$ cat config.mk
export PLATFORM = sky130hd
export DESIGN_NAME = sio_shifter
export DESIGN_NICKNAME = d
export VERILOG_FILES = /design/src/rtl/sio_pkg.sv /design/src/rtl/sio_regs.sv /design/src/rtl/sio_clkgen.sv /design/src/rtl/sio_shift.sv /design/src/rtl/sio_shifter.sv
export SDC_FILE = /design/constraint.sdc
export NUM_CORES = 1
export LEC_CHECK = 0
export BUFFER_PORTS_ARGS = -buffer_cell sky130_fd_sc_hd__buf_2
export CORE_MARGIN = 2
export CORE_UTILIZATION = 55
export CTS_BUF_LIST = sky130_fd_sc_hd__clkbuf_4
export DETAILED_ROUTE_END_ITERATION = 12
export GPL_ROUTABILITY_DRIVEN = 0
export GPL_TIMING_DRIVEN = 0
export PLACE_DENSITY = 0.78
export SLEW_MARGIN = 10
export SYNTH_ARGS = -nofsm -noshare
export SYNTH_HDL_FRONTEND = slang
export SYNTH_SLANG_ARGS = --single-unit
export TNS_END_PERCENT = 10
$ cat constraint.sdc
create_clock -name clk -period 4.6 [get_ports clk]
set_clock_uncertainty 0.15 [all_clocks]
set_input_delay 0.46 -clock clk [delete_from_list [all_inputs] [get_ports clk]]
set_output_delay 0.46 -clock clk [all_outputs]
set_load 0.02 [all_outputs]
$ cat src/rtl/sio_pkg.sv
package sio_pkg;

  localparam logic [1:0] ADDR_DATA = 2'd0;
  localparam logic [1:0] ADDR_CTRL = 2'd1;
  localparam logic [1:0] ADDR_RATE = 2'd2;

  localparam int PRESC_LOG2_MAX = 5;

  typedef struct packed {
    logic       port_en;
    logic       idle_lvl;
    logic       lsb_first;
    logic [1:0] presc_sel;
    logic       ext_clk;
  } ctrl_t;

  typedef enum logic [1:0] {
    PH_IDLE = 2'd0,
    PH_XFER = 2'd1,
    PH_HOLD = 2'd2
  } phase_e;

  function automatic logic [2:0] presc_log2(input logic [1:0] sel);
    case (sel)
      2'd0:    return 3'd0;
      2'd1:    return 3'd3;
      default: return 3'(PRESC_LOG2_MAX);
    endcase
  endfunction

endpackage

$ cat src/rtl/sio_regs.sv
module sio_regs
  import sio_pkg::*;
#(
  parameter int DATA_W = 8,
  parameter int RATE_W = 8
) (
  input  logic              clk,
  input  logic              rst_n,
  input  logic              reg_wr,
  input  logic [1:0]        reg_addr,
  input  logic [DATA_W-1:0] reg_wdata,
  output ctrl_t             ctrl,
  output logic [RATE_W-1:0] rate
);

  localparam int CTRL_W = $bits(ctrl_t);

  ctrl_t             ctrl_d;
  logic [RATE_W-1:0] rate_d;

  always_comb begin
    ctrl_d = ctrl;
    rate_d = rate;
    if (reg_wr && reg_addr == ADDR_CTRL) ctrl_d = ctrl_t'(reg_wdata[CTRL_W-1:0]);
    if (reg_wr && reg_addr == ADDR_RATE) rate_d = reg_wdata[RATE_W-1:0];
  end

  always_ff @(posedge clk or negedge rst_n) begin
    if (!rst_n) begin
      ctrl <= '0;
      rate <= '0;
    end else begin
      ctrl <= ctrl_d;
      rate <= rate_d;
    end
  end

endmodule

$ cat src/rtl/sio_clkgen.sv
module sio_clkgen
  import sio_pkg::*;
#(
  parameter int RATE_W = 8,
  parameter int SYNC_N = 2
) (
  input  logic              clk,
  input  logic              rst_n,
  input  logic [1:0]        presc_sel,
  input  logic [RATE_W-1:0] rate,
  input  logic              load,
  input  logic              count_en,
  input  logic              sclk_pin,
  output logic              tick,
  output logic              ext_rise,
  output logic              ext_fall
);

  localparam int CNT_W = RATE_W + 1 + PRESC_LOG2_MAX;

  logic [CNT_W-1:0]  reload;
  logic [CNT_W-1:0]  cnt_q, cnt_d;
  logic [SYNC_N:0]   sync_q, sync_d;

  always_comb begin
    reload = ((CNT_W'(rate) + CNT_W'(1)) << presc_log2(presc_sel)) - CNT_W'(1);
    tick   = count_en && (cnt_q == '0);
    cnt_d  = cnt_q;
    if (load || tick)  cnt_d = reload;
    else if (count_en) cnt_d = cnt_q - CNT_W'(1);
  end

  // synchronizer stages plus one history stage for edge detection
  for (genvar i = 0; i <= SYNC_N; i++) begin : g_sync
    if (i == 0) begin : g_first
      assign sync_d[i] = sclk_pin;
    end else begin : g_next
      assign sync_d[i] = sync_q[i-1];
    end
  end

  assign ext_rise = sync_q[SYNC_N-1] & ~sync_q[SYNC_N];
  assign ext_fall = ~sync_q[SYNC_N-1] & sync_q[SYNC_N];

  always_ff @(posedge clk or negedge rst_n) begin
    if (!rst_n) begin
      cnt_q  <= '0;
      sync_q <= '1;
    end else begin
      cnt_q  <= cnt_d;
      sync_q <= sync_d;
    end
  end

endmodule

$ cat src/rtl/sio_shift.sv
module sio_shift
  import sio_pkg::*;
#(
  parameter int DATA_W = 8
) (
  input  logic              clk,
  input  logic              rst_n,
  input  ctrl_t             ctrl,
  input  logic              data_wr,
  input  logic              any_wr,
  input  logic [DATA_W-1:0] wr_data,
  input  logic              tick,
  input  logic              ext_rise,
  input  logic              ext_fall,
  input  logic              sin,
  output logic              load,
  output logic              count_en,
  output logic              sclk_q,
  output logic              sout,
  output logic              sout_oe,
  output logic              busy,
  output logic              err,
  output logic              irq,
  output logic [DATA_W-1:0] rx_data
);

  localparam int BIT_W = $clog2(DATA_W);
  localparam logic [BIT_W-1:0] LAST_BIT = BIT_W'(DATA_W - 1);

  phase_e            phase_q, phase_d;
  logic [DATA_W-1:0] sh_q, sh_d;
  logic [BIT_W-1:0]  bit_q, bit_d;
  logic              out_q, out_d;
  logic              oe_q, oe_d;
  logic              sclk_d, err_d, irq_d;
  logic              ext, wr_ok, go, shift_ok, rise_ev, fall_ev;

  always_comb begin
    ext      = ctrl.ext_clk;
    wr_ok    = data_wr && (phase_q != PH_XFER);
    go       = wr_ok && ctrl.port_en;
    shift_ok = ext ? ctrl.port_en : (phase_q == PH_XFER);
    rise_ev  = ext ? ext_rise : (tick && !sclk_q);
    fall_ev  = ext ? ext_fall : (tick && sclk_q);
    load     = go;
    count_en = !ext && (phase_q != PH_IDLE);
  end

  always_comb begin
    phase_d = phase_q;
    sh_d    = sh_q;
    bit_d   = bit_q;
    out_d   = out_q;
    oe_d    = oe_q;
    sclk_d  = sclk_q;
    err_d   = err;
    irq_d   = 1'b0;

    if (phase_q == PH_HOLD && (tick || any_wr)) begin
      oe_d    = 1'b0;
      phase_d = PH_IDLE;
    end

    if (data_wr && phase_q == PH_XFER) err_d = 1'b1;

    if (wr_ok) begin
      sh_d  = wr_data;
      bit_d = '0;
      if (go) begin
        phase_d = PH_XFER;
        sclk_d  = 1'b1;
        if (ext) out_d = ctrl.idle_lvl;
      end
    end else if (shift_ok) begin
      if (fall_ev) begin
        out_d = ctrl.lsb_first ? sh_q[0] : sh_q[DATA_W-1];
        if (!ext) begin
          oe_d   = 1'b1;
          sclk_d = 1'b0;
        end
      end
      if (rise_ev) begin
        sh_d = ctrl.lsb_first ? {sin, sh_q[DATA_W-1:1]} : {sh_q[DATA_W-2:0], sin};
        if (!ext) sclk_d = 1'b1;
        if (phase_q == PH_XFER) begin
          bit_d = bit_q + BIT_W'(1);
          if (bit_q == LAST_BIT) begin
            irq_d   = 1'b1;
            phase_d = ext ? PH_IDLE : PH_HOLD;
          end
        end
      end
    end
  end

  always_ff @(posedge clk or negedge rst_n) begin
    if (!rst_n) begin
      phase_q <= PH_IDLE;
      sh_q    <= '0;
      bit_q   <= '0;
      out_q   <= 1'b0;
      oe_q    <= 1'b0;
      sclk_q  <= 1'b1;
      err     <= 1'b0;
      irq     <= 1'b0;
    end else begin
      phase_q <= phase_d;
      sh_q    <= sh_d;
      bit_q   <= bit_d;
      out_q   <= out_d;
      oe_q    <= oe_d;
      sclk_q  <= sclk_d;
      err     <= err_d;
      irq     <= irq_d;
    end
  end

  assign busy    = (phase_q == PH_XFER);
  assign rx_data = sh_q;
  assign sout    = (ext && phase_q != PH_XFER) ? ctrl.idle_lvl : out_q;
  assign sout_oe = ext ? ctrl.port_en : oe_q;

endmodule

$ cat src/rtl/sio_shifter.sv
module sio_shifter
  import sio_pkg::*;
#(
  parameter int DATA_W = 8,
  parameter int RATE_W = 8,
  parameter int SYNC_N = 2
) (
  input  logic              clk,
  input  logic              rst_n,
  input  logic              reg_wr,
  input  logic [1:0]        reg_addr,
  input  logic [DATA_W-1:0] reg_wdata,
  output logic [DATA_W-1:0] rx_data,
  output logic              busy,
  output logic              err,
  output logic              irq,
  output logic              sclk_o,
  output logic              sclk_oe,
  input  logic              sclk_i,
  output logic              sout,
  output logic              sout_oe,
  input  logic              sin
);

  ctrl_t             ctrl;
  logic [RATE_W-1:0] rate;
  logic              load, count_en, tick, ext_rise, ext_fall, data_wr;

  assign data_wr = reg_wr && (reg_addr == ADDR_DATA);
  assign sclk_oe = ctrl.port_en & ~ctrl.ext_clk;

  sio_regs #(.DATA_W(DATA_W), .RATE_W(RATE_W)) u_regs (
    .clk       (clk),
    .rst_n     (rst_n),
    .reg_wr    (reg_wr),
    .reg_addr  (reg_addr),
    .reg_wdata (reg_wdata),
    .ctrl      (ctrl),
    .rate      (rate)
  );

  sio_clkgen #(.RATE_W(RATE_W), .SYNC_N(SYNC_N)) u_clkgen (
    .clk       (clk),
    .rst_n     (rst_n),
    .presc_sel (ctrl.presc_sel),
    .rate      (rate),
    .load      (load),
    .count_en  (count_en),
    .sclk_pin  (sclk_i),
    .tick      (tick),
    .ext_rise  (ext_rise),
    .ext_fall  (ext_fall)
  );

  sio_shift #(.DATA_W(DATA_W)) u_shift (
    .clk      (clk),
    .rst_n    (rst_n),
    .ctrl     (ctrl),
    .data_wr  (data_wr),
    .any_wr   (reg_wr),
    .wr_data  (reg_wdata),
    .tick     (tick),
    .ext_rise (ext_rise),
    .ext_fall (ext_fall),
    .sin      (sin),
    .load     (load),
    .count_en (count_en),
    .sclk_q   (sclk_o),
    .sout     (sout),
    .sout_oe  (sout_oe),
    .busy     (busy),
    .err      (err),
    .irq      (irq),
    .rx_data  (rx_data)
  );

endmodule

# [After elaboration in Yosys (flattened, before gate mapping)]
# Cells that the tools add are included.
[word_totals] word_cells=112 reg_bits=49
[op_classes] n_reduce_logical=29 n_eq_ne=9 bitwise=6 n_addsub=4 n_shift=1 mux=47
[op_table] operator="8-bit two-way mux" n=4
[op_table] operator="1-bit two-way mux" n=28
[op_table] operator="14-bit two-way mux" n=2
[op_table] operator="14-bit by 1-bit subtractor with 14-bit output (second input constant)" n=2
[op_table] operator="2-bit two-way mux" n=8
[op_table] operator="14-bit logical NOT" n=1
[op_table] operator="14-bit by 3-bit << shifter with 14-bit output" n=1
[op_table] operator="1-bit logical AND" n=12
[op_table] operator="3-bit two-way mux" n=4
[op_table] operator="2-bit nonzero test" n=6
[op_table] operator="8-bit by 1-bit adder with 9-bit output (second input constant)" n=1
[op_table] operator="2-bit by 1-bit == test with 1-bit output (second input constant)" n=3
[op_table] operator="3-bit case mux with 2 select lines" n=1
[op_table] operator="2-bit == test (second input constant)" n=2
[op_table] operator="2-bit logical NOT" n=2
[op_table] operator="2-bit inequality test (second input constant)" n=2
[op_table] operator="2-bit AND reduction" n=2
[op_table] operator="4-bit AND reduction" n=1
[op_table] operator="3-bit by 1-bit adder with 3-bit output (second input constant)" n=1
[op_table] operator="1-bit AND" n=3
[op_table] operator="3-bit == test (second input constant)" n=1
[op_table] operator="1-bit NOT" n=3
[op_table] operator="3-bit AND reduction" n=1
[op_table] operator="1-bit logical NOT" n=2
[op_table] operator="other kinds (2)" n=3

# [Logic depth before layout (Yosys ltp)]
# Gate-level depths: netlist of run 1.
[depth] word_depth=11 ltp_mapped=13

# [Modules after synthesis]
# Synthesis of run 1 repeated with hierarchy kept, for this count alone.
[unflattened] cells_unflattened=315 hier_area_um2=3160.5
[by_module_without_submodules] mod="sio_clkgen" instances=1 cells_per_inst=176 area_per_inst_um2=1530.2
[by_module_without_submodules] mod="sio_shift" instances=1 cells_per_inst=107 area_per_inst_um2=1063.5
[by_module_without_submodules] mod="sio_regs" instances=1 cells_per_inst=30 area_per_inst_um2=548.0
[by_module_without_submodules] mod="sio_shifter" instances=1 cells_per_inst=2 area_per_inst_um2=18.8

# [Worst setup path before layout of run 1]
# Ideal clock, no wire load.
[synth_timing] path_kind="reg-to-reg" startpoint="register u_shift.phase_q[1]" endpoint="register u_clkgen.cnt_q[10]" slack_ns=1.269 stages_incl_launch_ff=14 t_required_ns=4.368 t_arrival_ns=3.100 synth_period_minus_slack_ns=3.331 setup_ns=0.082 cell_sequence="dfrtp_1 -> nand2b_1 -> buf_2 -> and3_1 -> buf_2 -> a21oi_1 -> clkbuf_1 -> nor4_1 -> a21oi_1 -> ha_1 -> nand2_1 -> or3_1 -> or4_1 -> a31oi_1"
[synth_between] elab_chain_len=5 word_cells_on_any_way=9
[synth_rtl] element="from (decl)" line_no="sio_shift.sv:30" rtl="phase_e phase_q, phase_d;"
[synth_rtl] element="from (signal assigned)" line_no="sio_shift.sv:107" rtl="phase_q <= phase_d;"
[synth_rtl] element="2-bit by 1-bit inequality test with 1-bit output / 2-bit nonzero test (equally long branches)" line_no="sio_shift.sv:40, sio_shift.sv:46"
[synth_rtl] element="1-bit logical AND, on equally long branches" line_no="sio_shift.sv:40, sio_shift.sv:46"
[synth_rtl] element="1-bit logical AND, on equally long branches" line_no="sio_shift.sv:41, sio_clkgen.sv:27"
[synth_rtl] element="1-bit logical OR" line_no="sio_clkgen.sv:29" rtl="if (load || tick) cnt_d = reload;"
[synth_rtl] element="14-bit two-way mux / 2-bit nonzero test (equally long branches)"
[synth_rtl] element="to (signal assigned)" line_no="sio_clkgen.sv:50" rtl="cnt_q <= cnt_d;"
[synth_rtl] element="to (decl)" line_no="sio_clkgen.sv:22" rtl="logic [CNT_W-1:0] cnt_q, cnt_d;"
# Several ways; a longest one is shown, not always the timed one.
# A chain may end at the register's enable or synchronous reset.

# [Final worst setup path of run 1]
# Same ends and word-level chain as after synthesis.

==> impl_metrics.yaml, run 1 <==
outcome:
  outcome: "finished clean"
synth:
  synthFlopType: "dfrtp_1"
  syn_area_mm2: 0.00314
  syn_nets: 378
  yosysMostFrequentCell: "dfrtp_1"
  syn-mean-instance-area_um2: 8.74
  async_flop_share: 1.00
  synthCells: 359
  synth_cell_type_count: 62
  yosysTopAreaCellShare: 0.359
  synth_area_leaders: "dfrtp_1 36%, mux2_2 5.7%, nand2_1 5.0%"
  ys_seq_area_frac: 0.392
  netlist.top_cell.by_area: "dfrtp_1"
  yosys-top-cells-count: "45 x dfrtp_1, 42 x nand2_1, 30 x nor2_1, 28 x a21oi_1, 26 x o21ai_0"
  synth_warnings: 0
  synth_seq_cells: 49
  synth-edff-count: 0
setup_path:
  path_cells: "nand2b_1 > buf_2 > and3_1 > buf_2 > a21oi_1 > clkbuf_1 > nor4_1 > a21oi_1 > ha_1 > nand2_1 > or3_1 > or4_1 > a31oi_1"
  worstPathArrival_ps: 4060
  required_ps: 4770
  worst_path_max_delay_cell: "or4_1"
  critical_path_peak_fanout: 10
  worst-setup-path-type: "reg -> reg"
  reg2reg_depth: 13
  critPathLaunchType: "flop"
  max_stage_delay_ps: 520
  rrSetupSlack_ps: 710
  endpoint_kind: "flop"
sta:
  hold_viol_final: 0
  grt_setup_unrepaired: "no"
  setup_viol: 0
  finalSetupTns_ps: 0
  setup_ws_ps: 709
  worstMarginPinSlew_ps: 1080
  min_period_ps: 3890
  slew_headroom: 0.281
  slew_viol_final: 0
  fmax_ghz: 0.257
  post-route-period-util: 0.846
floorplan:
  io_pins: 30
  die_h_um: 79.5
  die_x_um: 79.5
  row_count: 27
  start_util: 0.570
  coreArea_mm2: 0.00551
  dieArea_mm2: 0.00633
placed_design:
  dp_slack_ps: 776
  port-buffer-count: 29
  placed_cell_area_mm2: 0.00337
  dp.final_hpwl_um: 5420
routing:
  drc_errors: 0
  avgViaCountPerCell: 6.16
  wire_per_inst_um: 15.7
  vias: 2890
  totalWireLength_um: 7370
  initialDrtViolationCount: 211
  drtAntennaViolNets: 0
  first_pass_iters: 5
global_routing:
  antenna_found_initial: 0
  grt_max_degree: 50
  grt_pass1_vias: 2649
  grt_usage: 0.248
  grt_pass1_wl_um: 12500
  grt-ovfl-total: 0
clock_tree:
  hold_buffers: 1
  ctsResizeCount: 0
  cts_buffers: 5
  cts_tree: "yes"
  post_cts_buffers: 0
  clockBufferDepth: 2
  cts.htree.levels: 2
  insertion_delay_ps: 380
  cts_root_buffer: "clkbuf_4"
  clk_pin_slew_worst_paths_ps: 160
  cts_num_sinks: 49
pwr:
  ir_worst_vdd_uv: 293
  power.density_mw_per_mm2: 496
  p_leak_uw: 0.00142
  fin_total_pwr_uw: 1710
finish:
  final_nets: 415
  diodes: 0
  final_cell_area_mm2: 0.00345
  drive_gt1_frac: 0.179
  fillers: 476
  syn2layout_area_growth_pct: 9.93
job:
  drv_cap: 0
min_path:
  min_path_type: "in -> async"
[cell families after synthesis]
logic type | after synthesis | share of synthesized area
buf+inv | 27 | 0.0347
simple gates | 138 | 0.222
mux | 30 | 0.102
xor+xnor | 8 | 0.0223
fa+ha+maj | 4 | 0.0159
compound gates | 103 | 0.210
flops | 49 | 0.392
[layout by cell type (no fill, tap or decap), types with 5 or more instances in the layout]
master and instances:
nand3_1 13, o31ai_1 7, o21ai_0 26, nor3_1 9, a21oi_1 28, nor2_1 30, xor2_1 5, a31oi_1 7
inv_1 9, a211oi_1 6, nand2_1 42, mux2i_1 13, clkbuf_1 10, and3_1 6, mux2_2 16, buf_2 34
dfrtp_1 45, clkbuf_4 5
[layout make-up]
class | count | area, µm² | share of cell area
clock buffers | 5 | 37.5 | 0.0109
multi-input cells | 283 | 1800 | 0.521
clock inverters | 3 | 28.8 | 0.00834
flip-flops and latches | 49 | 1230 | 0.357
inverters | 9 | 33.8 | 0.00979
plain buffers | 18 | 75.1 | 0.0218
well taps | 72 | 90.1 | 0.0261
repair buffers | 30 | 155 | 0.0450
[worst max-delay path: cells and delay by family, from the launching register on]
kind	cells	cell delay, ps
DFF	1	460
adders and majority gates	1	270
buffers and inverters	3	740
AOI/OAI and AO/OA	3	680
and+or+nand+nor	6	1510
[metrics by stage]
step                 util  cells  hold slack, ps
global placement    0.613    460             197
finish              0.626    469             108
CTS                 0.626    469             135
detailed placement  0.613    460             199
floorplan               -    359            14.4
global route        0.626    469             149
[path summary, 6_finish.rpt]
| path | startpoint | endpoint |
|---|---|---|
| worst max-delay path | u_shift.phase_q[1] | u_clkgen.cnt_q[10] |
| worst min-delay path | rst_n | u_clkgen.cnt_q[13] |
| worst max register to register | u_shift.phase_q[1] | u_clkgen.cnt_q[10] |
| worst min register to register | u_clkgen.sync_q[0] | u_clkgen.sync_q[1] |
| max in group asynchronous | rst_n | u_shift.rx_data[5] |
| min in group clk | reg_wdata[0] | u_shift.rx_data[0] |
[metal layers]
metal  part of all wire  vias up  GRT usage
met5                  0        -          0
met4              0.020        0     0.0810
met3              0.051       14     0.0396
met2               0.49      100      0.408
met1               0.44     1378      0.334
li1                   -     1398          -
[power by group]
group	switching (µW)	total (µW)	internal, µW	leakage [µW]
clock network	159	225	66.8	0.0000377
registers	145	716	570	0.000568
logic	464	770	306	0.000816
[registers in the layout, summed over array words and instances, names as in the netlist]
register	flops
u_clkgen.cnt_q	14
u_regs.rate	8
u_shift.rx_data	8
u_regs.ctrl	6
u_clkgen.sync_q	3
u_shift.bit_q	3
u_shift.phase_q	2
u_shift.err	1
u_shift.irq	1
u_shift.oe_q	1
u_shift.out_q	1
u_shift.sclk_q	1
(Power assumes the default switching activity.)
==> inputs of run 2 (changes only) <==
--- a/config.mk
+++ b/config.mk
@@ -12,7 +12,7 @@
 export DETAILED_ROUTE_END_ITERATION = 12
 export GPL_ROUTABILITY_DRIVEN = 0
 export GPL_TIMING_DRIVEN = 0
-export PLACE_DENSITY = 0.78
+export PLACE_DENSITY = 0.81
 export SLEW_MARGIN = 10
 export SYNTH_ARGS = -nofsm -noshare
 export SYNTH_HDL_FRONTEND = slang
==> constraint.sdc (replaced) <==
create_clock -name clk -period 3.5 [get_ports clk]
set_clock_uncertainty 0.15 [all_clocks]
set_input_delay 0.35 -clock clk [delete_from_list [all_inputs] [get_ports clk]]
set_output_delay 0.35 -clock clk [all_outputs]
set_load 0.02 [all_outputs]
==> run 2 against run 1 <==
Effect of this change:
- global-route usage grew 0.37 points
- critical path depth shrank 2
- clock power grew 33%
- first-iteration DRC count shrank 6.2%
- sequential share of layout area shrank 0.74 points
- cell area grew 2.3%
- cell count grew 0.43%
- hold slack lost 80 ps
- via count shrank 0.55%
- non-clock buffer count grew 2
- register-to-register slack lost 590 ps
- routed wire length grew 1.2%
==> impl_metrics.yaml, run 2 (same netlist as run 1, synthesis figures left out) <==
setup_path:
  worst_path_max_delay_cell: "or4_1"
  critPathLaunchType: "flop"
  max_stage_delay_ps: 520
  rrSetupSlack_ps: 110
  worst-setup-path-type: "reg -> reg"
  critical_path_peak_fanout: 10
  path_cells: "o21ba_2 > and2_0 > clkbuf_1 > a21oi_4 > buf_8 > a21oi_1 > ha_2 > nand2_1 > or3_4 > or4_1 > a31oi_1"
  endpoint_kind: "flop"
  worstPathArrival_ps: 3550
  required_ps: 3660
sta:
  post-route-period-util: 0.967
  setup_ws_ps: 114
  setup_viol: 0
  hold_viol_final: 0
  slew_headroom: 0.485
  fmax_ghz: 0.295
  min_period_ps: 3390
  slew_viol_final: 0
  worst_hold_slack_ps: 28.0
  finalSetupTns_ps: 0
  worstMarginPinSlew_ps: 753
  grt_setup_unrepaired: "yes"
clock_tree:
  cts.htree.levels: 2
  cts_buffers: 5
  cts_num_sinks: 49
  clockBufferDepth: 2
  insertion_delay_ps: 380
  cts_tree: "yes"
  clk_pin_slew_worst_paths_ps: 170
  cts_root_buffer: "clkbuf_4"
finish:
  final_cell_area_mm2: 0.00353
  layout_commonest_cell: "dfrtp_1"
  layout_common_cells: "43 x dfrtp_1, 42 x nand2_1, 34 x buf_2"
  final_nets: 417
  diodes: 0
  fillers: 477
  largest_register_ffs: 14
  final-seq-area_mm2: 0.00123
  syn2layout_area_growth_pct: 12.5
  regMostFlops: "u_clkgen.cnt_q"
  drive_gt1_frac: 0.206
  multiInputGateArea_mm2: 0.00183
placed_design:
  dp_slack_ps: -274
  placed_cell_area_mm2: 0.00337
  dp.final_hpwl_um: 5590
  port-buffer-count: 29
floorplan:
  io_pins: 30
  die_h_um: 79.5
  start_util: 0.570
  dieArea_mm2: 0.00633
  row_count: 27
  coreArea_mm2: 0.00551
  die_x_um: 79.5
routing:
  drc_errors: 0
  avgViaCountPerCell: 6.10
  drtAntennaViolNets: 0
  wire_per_inst_um: 15.8
  first_pass_iters: 5
  totalWireLength_um: 7460
  initialDrtViolationCount: 198
  vias: 2874
pwr:
  power.density_mw_per_mm2: 649
  p_leak_uw: 0.00145
  ir_worst_vdd_uv: 371
global_routing:
  grt_max_degree: 50
  grt_pass1_wl_um: 12700
  grt_pass1_vias: 2675
  grt_usage: 0.252
  grt-ovfl-total: 0
  antenna_found_initial: 0
outcome:
  outcome: "finished clean"
job:
  drv_cap: 0
min_path:
  min_path_type: "in -> reg"
## run 2: routing by layer
metal | track usage | wire length [µm] | vias up
met4 | 0.0759 | 130 | 0
met5 | 0 | 0 | -
li1 | - | - | 1399
met1 | 0.337 | 3220 | 1360
met2 | 0.421 | 3670 | 100
met3 | 0.0373 | 442 | 15
## run 2: cell type report
cell class,instances,area share
Inverter,9,0.00957
Tap cell,72,0.0255
Timing Repair Buffer,34,0.0567
Clock inverter,3,0.00815
Sequential cell,49,0.350
Buffer,16,0.0223
Clock buffer,5,0.0106
Multi-Input combinational cell,283,0.518
## run 2: what timing repair did
action                                 4_1_cts  5_1_grt
setup endpoints to repair                    2        3
hold buffers                                 1        1
endpoints found under the hold margin        1       12
pin swaps                                    0        1
gates resized for setup                      5        7
setup buffers                                0        2
## run 2: through the flow
stage / cells / power, µW / utilization
4_1_cts: 468 / 2250 / 0.629
3_5_place_dp: 460 / 1950 / 0.613
5_1_grt: 471 / 2460 / 0.641
2_1_floorplan: 359 / 1650 / -
6_report: 471 / 2290 / 0.641
3_3_place_gp: 460 / 1910 / 0.613
## run 2: critical path, delay by kind of cell (launching register included)
| family | cells | cell delay (ps) |
|---|---|---|
| AND/OR/NAND/NOR | 4 | 1180 |
| AO/OA/AOI/OAI | 4 | 830 |
| flip-flops | 1 | 500 |
| buffers and inverters | 2 | 430 |
| adder cells (fa/ha/maj) | 1 | 230 |
## run 2: final timing paths
kind	startpoint	to	depth (start not counted)
hold reg to reg	u_clkgen.sync_q[0]	u_clkgen.sync_q[1]	0
min in group asynchronous	rst_n	u_clkgen.cnt_q[10]	2
setup reg to reg	u_regs.ctrl[0]	u_clkgen.cnt_q[10]	11
hold / removal	reg_wdata[7]	u_shift.rx_data[7]	3
max in group asynchronous	rst_n	u_shift.sclk_q	3
setup / recovery	u_regs.ctrl[0]	u_clkgen.cnt_q[10]	11
## run 2: where the power goes
group	switching, µW	internal [µW]
clock network	212	87.9
registers	197	751
logic	620	423
total	1030	1260
==> inputs of run 3 (changes only) <==
--- a/config.mk
+++ b/config.mk
@@ -9,11 +9,12 @@
 export CORE_MARGIN = 2
 export CORE_UTILIZATION = 55
 export CTS_BUF_LIST = sky130_fd_sc_hd__clkbuf_4
+export CTS_CLUSTER_DIAMETER = 200
 export DETAILED_ROUTE_END_ITERATION = 12
 export GPL_ROUTABILITY_DRIVEN = 0
 export GPL_TIMING_DRIVEN = 0
 export PLACE_DENSITY = 0.81
-export SLEW_MARGIN = 10
+export SETUP_SLACK_MARGIN = 0.3
 export SYNTH_ARGS = -nofsm -noshare
 export SYNTH_HDL_FRONTEND = slang
 export SYNTH_SLANG_ARGS = --single-unit
==> run 3 against run 2 <==
Effect of this change:
- non-clock buffer count increased by 9
- core utilization up 3.0 points
- register-to-register slack improved by 230 ps
- clock power grew 14%
- global-route usage increased by 0.43 points
- cell area up 4.6%
- worst setup slack improved by 230 ps
- sequential share of layout area down 1.5 points
==> impl_metrics.yaml, run 3 (same netlist as run 1, synthesis figures left out) <==
clock_tree:
  cts_num_sinks: 49
  clk_pin_slew_worst_paths_ps: 150
  insertion_delay_ps: 370
  cts_root_buffer: "clkbuf_4"
  clockBufferDepth: 2
  cts_buffers: 5
  cts_tree: "yes"
  cts.htree.levels: 2
pwr:
  p_sw_frac: 0.433
  internal_power_uw: 1370
  p_clk_frac: 0.142
  p_sw_uw: 1050
  power.density_mw_per_mm2: 656
  ir_worst_vdd_uv: 355
  pwr-share-comb: 0.464
  pwr-share-seq: 0.394
  p_leak_uw: 0.00151
floorplan:
  die_h_um: 79.5
  start_util: 0.570
  die_x_um: 79.5
  coreArea_mm2: 0.00551
  io_pins: 30
  dieArea_mm2: 0.00633
  row_count: 27
sta:
  slew_viol_final: 0
  worst_hold_slack_ps: 14.2
  finalSetupTns_ps: 0
  setup_viol: 0
  post-route-period-util: 0.900
  grt_setup_unrepaired: "yes"
  slew_headroom: 0.284
  min_period_ps: 3150
  worstMarginPinSlew_ps: 1070
  setup_ws_ps: 349
  fmax_ghz: 0.317
  hold_viol_final: 0
finish:
  diodes: 0
  largest_register_ffs: 14
  layout_common_cells: "41 x dfrtp_1, 40 x nand2_1, 31 x buf_2"
  regMostFlops: "u_clkgen.cnt_q"
  layout_commonest_cell: "dfrtp_1"
  syn2layout_area_growth_pct: 17.7
  drive_gt1_frac: 0.267
  fillers: 438
  final_nets: 426
outcome:
  outcome: "finished clean"
global_routing:
  grt_pass1_vias: 2775
  grt_pass1_wl_um: 13100
  grt_max_degree: 50
  grt_usage: 0.256
  antenna_found_initial: 0
  grt-ovfl-total: 0
routing:
  avgViaCountPerCell: 6.27
  wl_met2_um: 3630
  initialDrtViolationCount: 243
  drtAntennaViolNets: 0
  wire_per_inst_um: 16.0
  wl_met1_um: 3370
  first_pass_iters: 5
  vias: 3008
  drc_errors: 0
  totalWireLength_um: 7690
  top_layer_used: "met4"
  met3_length_um: 476
setup_path:
  worstPathArrival_ps: 3300
  required_ps: 3650
  reg2reg_depth: 13
  critPathLaunchType: "flop"
  worst-setup-path-type: "reg -> reg"
  critical_path_peak_fanout: 10
  endpoint_kind: "flop"
placed_design:
  dp.final_hpwl_um: 5500
  port-buffer-count: 29
  dp_slack_ps: -144
job:
  drv_cap: 0
min_path:
  min_path_type: "in -> async"
run 3: cell types whose count changed in the layout (fill, tap and decap cells not counted), moves of 2 or more:
cell	previous run	this run
nand2_2	0	2
buf_6	0	2
dfrtp_1	43	41
dfrtp_2	2	4
buf_2	34	31
a21oi_1	27	25
a21oi_2	0	2
nand2_1	42	40
buf_4	2	13
run 3: timing repair:
action	in CTS	in global routing
endpoints found under the hold margin	1	0
setup endpoints to repair	5	7
resized for setup	15	25
hold buffers	1	0
gates cloned	0	0
pin swaps	2	6
setup buffers	4	7
run 3: final timing paths:
check                                   startpoint                  to  slack, ps
worst max-delay path            u_shift.phase_q[1]  u_clkgen.cnt_q[10]        350
worst min-delay path                         rst_n   u_clkgen.cnt_q[4]         10
worst max register to register  u_shift.phase_q[1]  u_clkgen.cnt_q[10]        350
worst min register to register  u_clkgen.sync_q[0]  u_clkgen.sync_q[1]        220
max in group asynchronous                    rst_n      u_regs.rate[0]       2470
min in group clk                      reg_wdata[7]  u_shift.rx_data[7]         40
run 3: power groups by stage:
stage | combinational [µW] | sequential, µW | clock [µW]
global placement | 974 | 940 | 0
CTS | 1040 | 941 | 356
finish | 1120 | 956 | 343
detailed placement | 1000 | 951 | 0
global route | 1250 | 980 | 380
floorplan | 693 | 963 | 0
run 3: worst max-delay path, stage by stage, from the launching register on:
cell	delay (ps)
dfrtp_1	450
nand2b_4	160
buf_6	140
nand3_4	80
o21ai_2	90
buf_4	180
buf_4	180
and3_1	190
a21oi_2	120
ha_2	210
nand2_2	70
or3_4	390
or4_4	510
a31oi_1	170
run 3: through the flow:
step           power [µW]  area (µm²)   util  std cells
4_1_cts              2340        3560  0.646        473
3_3_place_gp         1910        3390  0.615        460
3_5_place_dp         1960        3390  0.615        460
6_report             2420        3690  0.671        480
5_1_grt              2610        3690  0.671        480
2_1_floorplan        1660        3150      -        359
run 3: cell type report:
class	instances	area, µm²	area share
well taps	72	90.1	0.0244
flip-flops and latches	49	1240	0.335
plain buffers	18	110	0.0298
clock buffers	5	37.5	0.0102
inverters	9	33.8	0.00915
multi-input cells	283	1900	0.516
clock inverters	3	43.8	0.0119
repair buffers	41	238	0.0644
run 3: per-layer routing:
layer  global-route usage  vias up
li1                     -     1411
met1                0.344     1439
met2                0.418      134
met3               0.0452       24
met4               0.0828        0
met5                    0        -
